[config.mk]
export PLATFORM = sky130hd
export DESIGN_NAME = async_rx_fifo
export DESIGN_NICKNAME = d
export VERILOG_FILES = /design/src/rtl/arx_pkg.sv /design/src/rtl/arx_deser.sv /design/src/rtl/arx_fifo.sv /design/src/rtl/async_rx_fifo.sv
export SDC_FILE = /design/constraint.sdc
export NUM_CORES = 1
export LEC_CHECK = 0
export ABC_AREA = 0
export BUFFER_PORTS_ARGS = -buffer_cell sky130_fd_sc_hd__buf_2
export CAP_MARGIN = 30
export CORE_ASPECT_RATIO = 1.5
export CORE_MARGIN = 2
export CORE_UTILIZATION = 65
export DETAILED_ROUTE_END_ITERATION = 8
export PLACE_DENSITY = 0.93
export SLEW_MARGIN = 25
export SYNTH_ARGS = -nofsm -noshare
export SYNTH_HDL_FRONTEND = slang
export SYNTH_SLANG_ARGS = --single-unit
export TNS_END_PERCENT = 50
[constraint.sdc]
create_clock -name clk -period 3.7 [get_ports clk]
set_input_delay 0.185 -clock clk [delete_from_list [all_inputs] [get_ports clk]]
set_output_delay 0.185 -clock clk [all_outputs]
set_load 0.02 [all_outputs]
[src/rtl/arx_pkg.sv]
package arx_pkg;
  localparam int CNT_W = 7;

  typedef enum logic [2:0] {
    S_IDLE, S_START, S_DATA, S_PAR, S_STOP, S_FWAIT, S_BRK
  } rx_state_e;

  typedef struct packed {
    logic [7:0] data;
    logic       perr;
    logic       ferr;
    logic       ovr;
  } rx_entry_t;

  // clocks per bit for a multiplier code
  function automatic logic [CNT_W-1:0] bit_period(input logic [1:0] sel);
    case (sel)
      2'd0:    return 7'd1;
      2'd1:    return 7'd16;
      2'd2:    return 7'd32;
      default: return 7'd64;
    endcase
  endfunction

  // half a bit, at least one clock
  function automatic logic [CNT_W-1:0] half_period(input logic [1:0] sel);
    if (sel == 2'd0) return 7'd1;
    return bit_period(sel) >> 1;
  endfunction

  function automatic logic [3:0] data_bits(input logic [1:0] len);
    return 4'd5 + {2'b00, len};
  endfunction

  // data arrives at the top of the shifter; move it down to bit 0
  function automatic logic [7:0] justify(input logic [7:0] sr, input logic [1:0] len);
    return sr >> (2'd3 - len);
  endfunction

  function automatic logic parity_bad(input logic [7:0] d, input logic pbit, input logic odd);
    return (^d) ^ pbit ^ odd;
  endfunction
endpackage

[src/rtl/arx_deser.sv]
module arx_deser
  import arx_pkg::*;
(
  input  logic       clk,
  input  logic       rst_n,
  input  logic       rx_en,
  input  logic [1:0] rate_sel,
  input  logic [1:0] char_len,
  input  logic       par_en,
  input  logic       par_odd,
  input  logic       rxd,
  output logic       push,
  output rx_entry_t  push_entry,
  output logic       brk_start,
  output logic       brk_end
);
  rx_state_e        state;
  logic [CNT_W-1:0] cnt;
  logic [7:0]       sr;
  logic [3:0]       nbit;
  logic             pbit;

  // named internal events
  logic       sample_now;
  logic [7:0] data_j;
  logic       stop_bad;
  logic       is_break;

  assign sample_now = (cnt == '0);
  assign data_j     = justify(sr, char_len);
  assign stop_bad   = (state == S_STOP) && sample_now && !rxd;
  assign is_break   = (data_j == 8'd0) && !pbit;

  always_ff @(posedge clk or negedge rst_n) begin
    if (!rst_n) begin
      state      <= S_IDLE;
      cnt        <= '0;
      sr         <= '0;
      nbit       <= '0;
      pbit       <= 1'b0;
      push       <= 1'b0;
      push_entry <= '0;
      brk_start  <= 1'b0;
      brk_end    <= 1'b0;
    end else begin
      push      <= 1'b0;
      brk_start <= 1'b0;
      brk_end   <= 1'b0;
      if (!rx_en) begin
        state <= S_IDLE;
      end else begin
        case (state)
          S_IDLE: if (!rxd) begin
            sr   <= '0;
            nbit <= '0;
            pbit <= 1'b0;
            if (rate_sel == 2'd0) begin
              state <= S_DATA;
              cnt   <= '0;
            end else begin
              state <= S_START;
              cnt   <= half_period(rate_sel) - 7'd1;
            end
          end
          S_START: if (sample_now) begin
            if (!rxd) begin
              state <= S_DATA;
              cnt   <= bit_period(rate_sel) - 7'd1;
            end else begin
              state <= S_IDLE;
            end
          end else cnt <= cnt - 7'd1;
          S_DATA: if (sample_now) begin
            sr   <= {rxd, sr[7:1]};
            nbit <= nbit + 4'd1;
            cnt  <= bit_period(rate_sel) - 7'd1;
            if (nbit == data_bits(char_len) - 4'd1) state <= par_en ? S_PAR : S_STOP;
          end else cnt <= cnt - 7'd1;
          S_PAR: if (sample_now) begin
            pbit  <= rxd;
            cnt   <= bit_period(rate_sel) - 7'd1;
            state <= S_STOP;
          end else cnt <= cnt - 7'd1;
          S_STOP: if (sample_now) begin
            if (rxd) begin
              push       <= 1'b1;
              push_entry <= '{data: data_j, perr: par_en & parity_bad(data_j, pbit, par_odd),
                              ferr: 1'b0, ovr: 1'b0};
              state      <= S_IDLE;
            end else if (is_break) begin
              brk_start <= 1'b1;
              state     <= S_BRK;
            end else begin
              push       <= 1'b1;
              push_entry <= '{data: data_j, perr: par_en & parity_bad(data_j, pbit, par_odd),
                              ferr: 1'b1, ovr: 1'b0};
              state      <= S_FWAIT;
              cnt        <= half_period(rate_sel) - 7'd1;
            end
          end else cnt <= cnt - 7'd1;
          S_FWAIT: if (sample_now) state <= S_IDLE;
                   else cnt <= cnt - 7'd1;
          S_BRK: if (rxd) begin
            brk_end <= 1'b1;
            state   <= S_IDLE;
          end
          default: state <= S_IDLE;
        endcase
      end
    end
  end

  // a frame ends in exactly one way, so its events never overlap
  p_event_excl_r10: assert property (@(posedge clk) disable iff (!rst_n)
    $onehot0({push, brk_start, brk_end}));

  // the line stays in break while it is low
  p_brk_hold_r10: assert property (@(posedge clk) disable iff (!rst_n)
    (rx_en && state == S_BRK && !rxd) |=> (state == S_BRK || !rx_en) && !push);

  // with the receiver off nothing is produced and the state machine rests
  p_disabled_idle_r11: assert property (@(posedge clk) disable iff (!rst_n)
    !rx_en |=> state == S_IDLE && !push && !brk_start);

  // right after a framing error the receiver is not yet searching or assembling
  p_fe_holdoff_r6: assert property (@(posedge clk) disable iff (!rst_n)
    (push && push_entry.ferr) |-> state != S_START && state != S_DATA && state != S_IDLE);

  // a bad stop sample that is not a break always enters the hold-off
  p_fe_enter_r6: assert property (@(posedge clk) disable iff (!rst_n)
    (rx_en && stop_bad && !is_break) |=> state == S_FWAIT);
endmodule

[src/rtl/arx_fifo.sv]
module arx_fifo
  import arx_pkg::*;
#(
  parameter int DEPTH = 3
) (
  input  logic      clk,
  input  logic      rst_n,
  input  logic      push,
  input  rx_entry_t din,
  input  logic      pop,
  output rx_entry_t head,
  output logic      avail
);
  localparam int CW = $clog2(DEPTH + 1);

  rx_entry_t mem   [DEPTH];
  rx_entry_t mem_n [DEPTH];
  logic [CW-1:0] count, cnt_n;
  logic do_pop;
  logic overrun_evt;

  assign do_pop = pop && (count != '0);

  always_comb begin
    mem_n       = mem;
    cnt_n       = count;
    overrun_evt = 1'b0;
    if (do_pop) begin
      for (int i = 0; i < DEPTH - 1; i++) mem_n[i] = mem[i + 1];
      cnt_n = count - CW'(1);
    end
    if (push) begin
      if (cnt_n < CW'(DEPTH)) begin
        mem_n[cnt_n] = din;
        cnt_n        = cnt_n + CW'(1);
      end else begin
        overrun_evt          = 1'b1;
        mem_n[DEPTH-1]       = din;
        mem_n[DEPTH-1].ovr   = 1'b1;
      end
    end
  end

  always_ff @(posedge clk or negedge rst_n) begin
    if (!rst_n) begin
      count <= '0;
      for (int i = 0; i < DEPTH; i++) mem[i] <= '0;
    end else begin
      count <= cnt_n;
      mem   <= mem_n;
    end
  end

  assign head  = mem[0];
  assign avail = (count != '0);

  // occupancy never exceeds the slot count
  p_count_bound_r7: assert property (@(posedge clk) disable iff (!rst_n)
    count <= CW'(DEPTH));

  // a read of an empty queue leaves it empty
  p_empty_pop_r9: assert property (@(posedge clk) disable iff (!rst_n)
    (pop && count == '0 && !push) |=> count == '0);

  // a push into a full queue keeps it full and leaves the head alone
  p_ovr_full_r8: assert property (@(posedge clk) disable iff (!rst_n)
    (push && !pop && count == CW'(DEPTH)) |=> count == CW'(DEPTH) && $stable(head));

  // the overrun flag only appears on the newest slot after an overrun event
  p_ovr_mark_r8: assert property (@(posedge clk) disable iff (!rst_n)
    overrun_evt |=> mem[DEPTH-1].ovr);
endmodule

[src/rtl/async_rx_fifo.sv]
module async_rx_fifo
  import arx_pkg::*;
#(
  parameter int HOLD_DEPTH = 3
) (
  input  logic       clk,
  input  logic       rst_n,
  input  logic       rx_en,
  input  logic [1:0] rate_sel,
  input  logic [1:0] char_len,
  input  logic       par_en,
  input  logic       par_odd,
  input  logic       rxd,
  input  logic       rd_strobe,
  output logic       rx_avail,
  output logic [7:0] rx_data,
  output logic       err_parity,
  output logic       err_frame,
  output logic       err_overrun,
  output logic       brk_start,
  output logic       brk_end
);
  logic      push;
  rx_entry_t push_entry;
  rx_entry_t head;
  logic      avail;

  arx_deser u_deser (
    .clk(clk), .rst_n(rst_n), .rx_en(rx_en), .rate_sel(rate_sel),
    .char_len(char_len), .par_en(par_en), .par_odd(par_odd), .rxd(rxd),
    .push(push), .push_entry(push_entry),
    .brk_start(brk_start), .brk_end(brk_end)
  );

  arx_fifo #(.DEPTH(HOLD_DEPTH)) u_fifo (
    .clk(clk), .rst_n(rst_n), .push(push), .din(push_entry),
    .pop(rd_strobe), .head(head), .avail(avail)
  );

  assign rx_avail    = avail;
  assign rx_data     = avail ? head.data : 8'd0;
  assign err_parity  = avail & head.perr;
  assign err_frame   = avail & head.ferr;
  assign err_overrun = avail & head.ovr;

  // unused upper bits of a stored character are always zero
  p_len_mask_r4: assert property (@(posedge clk) disable iff (!rst_n)
    push |-> (push_entry.data >> data_bits(char_len)) == 8'd0);
endmodule

==> results.json <==
{
  "status": "complete, no violations",
  "hold_depth": 3,
  "root_buffer": "clkbuf_8",
  "cap_violations": 0,
  "rsz0062_at_grt": "false",
  "period_share_pct": 66.1,
  "critPathKind": "reg -> reg",
  "fin_tns_setup_ns": 0,
  "path_max_fanout": 24,
  "fmaxAchievable_mhz": 409,
  "maxSlewHeadroom_pct": 38.9,
  "reg2reg_setup_slack_ns": 1.26,
  "ys_async_sr_fraction_pct": 100,
  "syn-num-nets": 473,
  "ys_top_cells_by_count": "71 x dfrtp_1, 68 x nand2_1, 39 x nor2_1",
  "placed_area_um2": 4270,
  "viasPerCell": 6.39,
  "worstRegToRegCells": 7,
  "hold_viol_final": 0,
  "finalHoldWorstSlack_ns": 0.119,
  "antenna_cells": 0,
  "die_x_um": 69.2,
  "clk-insertion-delay-late_ns": 0.36,
  "stdcell_count": 541,
  "synth_area_um2": 4140,
  "clockBufferDepth": 2,
  "dieArea_um2": 7040,
  "dr_wl_met3_um": 430,
  "synth.most_common_cell": "dfrtp_1",
  "ir_drop_mv": 0.412,
  "fin_worst_skew_ns": 0.00664,
  "p_per_area_nw_per_um2": 552,
  "slew_viol_final": 0,
  "grt_pass1_wl_um": 15300,
  "core_area_um2": 6170,
  "cp.arrival_ns": 2.69,
  "endpoint_kind": "flop",
  "pre_cts_ws_ns": 1.16,
  "first_global_vias": 3324,
  "drive_gt1_share_pct": 16.1,
  "ys_seq_area_share_pct": 42.9,
  "cts_buffers": 9,
  "hp-class": "in -> reg",
  "grt_util_all_layers_pct": 27.4,
  "antenna_found_initial": 0,
  "final_area_um2": 4500,
  "clkTransAtPathRegs_ns": 0.08,
  "syn_to_final_growth_pct": 8.70,
  "drt-pass1-iter-count": 5,
  "vias": 3456,
  "worst_slack_ns": 1.26,
  "layout_min_cycle_time_ns": 2.44,
  "startpoint_type": "flop",
  "dp.cells": 524,
  "utilization_pct": 72.9,
  "wirelength_um": 9070,
  "synth.area.top_cells": "dfrtp_1 43%, nand2_1 6.2%, ha_1 4.5%",
  "grt_max_degree": 46,
  "place_congestion": 0.957,
  "worstMarginPinSlew_ns": 0.916,
  "synth_edf_count": 0,
  "setup_viol": 0,
  "yosys.area.top_type": "dfrtp_1",
  "hpwl_um": 6210,
  "syn_area_per_cell_um2": 9.27,
  "total_power_mw": 2.49,
  "synth_top_cell_area_share_pct": 42.9,
  "start_util_pct": 67.1,
  "final-seq-area_um2": 1780,
  "drt-met1-wl_um": 3520,
  "required_ns": 3.95,
  "multiInputGateArea_um2": 2160,
  "yosysUniqueCellTypes": 64,
  "synth-seq-cells": 71,
  "synthCells": 447,
  "std_cell_rows": 35,
  "p_leak_nw": 2.12,
  "wl_met2_um": 4840,
  "finalNetCount": 488,
  "nFillCells": 419,
  "io_buffers": 24,
  "avgRoutedWirePerCell_um": 16.8,
  "cts_tree": "built",
  "clock-sinks": 71,
  "synth_flop_cell": "dfrtp_1",
  "synth_warnings": 0,
  "ios": 25,
  "antenna_left": 0,
  "gr-total-overflow": 0,
  "die_h_um": 102,
  "drtIter0Drc": 251,
  "top_layer_used": "met4",
  "cts_max_level": 3,
  "drcViolationCount": 0
}
==> where the power goes <==
group / total [mW] / switching [mW] / internal, mW
registers: 0.985 / 0.144 / 0.842
logic: 0.806 / 0.498 / 0.308
clock network: 0.694 / 0.313 / 0.380
total: 2.49 / 0.955 / 1.53
==> final cells by class <==
class	instances	area share, %
Timing Repair Buffer	30	3.72
Tap cell	74	2.06
Clock buffer	9	2.75
Sequential cell	71	39.5
Clock inverter	7	2.11
Inverter	23	1.92
Multi-Input combinational cell	327	48.0
==> layer usage <==
metal / GRT usage, % / vias to the layer above
met1: 31.2 / 1688
li1: - / 1602
met5: 0 / -
met3: 5.87 / 33
met4: 13.7 / 0
met2: 48.8 / 133
==> cells by family (layout without fill, tap and decap cells) <==
group / count (synthesis) / count (layout) / share of synthesized area (%)
flops: 71 / 71 / 42.9
mux: 31 / 31 / 8.00
xor+xnor: 12 / 12 / 2.54
simple gates: 167 / 167 / 19.8
buf+inv: 49 / 69 / 4.95
fa+ha+maj: 16 / 16 / 4.80
compound gates: 101 / 101 / 17.1
==> path summary, 6_finish.rpt <==
check,from,end
setup / recovery,u_fifo.count[0],flop
hold / removal,par_en,u_deser.push_entry[2]
setup reg to reg,u_fifo.count[0],flop
hold reg to reg,flop,flop
max in group asynchronous,rst_n,u_deser.sr[0]
min in group asynchronous,rst_n,u_deser.brk_start
==> cell usage in the layout, fill, tap and decap left out, types with 2 or more instances in the layout <==
cell and n:
clkinv_2 2, nand3_1 7, o22a_1 2, nor3_1 15, clkbuf_8 9, mux2_2 16, nand2_1 68, o21ai_0 15
a31oi_1 25, nand2b_1 6, xor2_1 3, dfrtp_1 71, mux2i_1 14, o21a_1 2, xnor2_1 9, and3_1 3
buf_4 5, a211oi_1 6, o21ai_1 4, inv_1 23, bufinv_16 2, buf_2 24, a22o_1 10, ha_1 15
nor2_1 39, a21boi_0 2, a21oi_1 15, nor2b_1 14, o22ai_1 2
==> critical path, stage by stage (launching register included) <==
cell      delay, ns
dfrtp_1        0.39
inv_1          0.12
ha_1           0.44
nand2b_1       0.16
buf_4          0.25
o21ai_0        0.17
nand2_1        0.41
mux2_2         0.40
==> timing repair <==
item,CTS,global route
setup buffers,0,0
gates resized for setup,0,0
hold endpoints to repair,26,0
hold buffers,1,0
No activity file was read; power rests on OpenSTA's default activity.
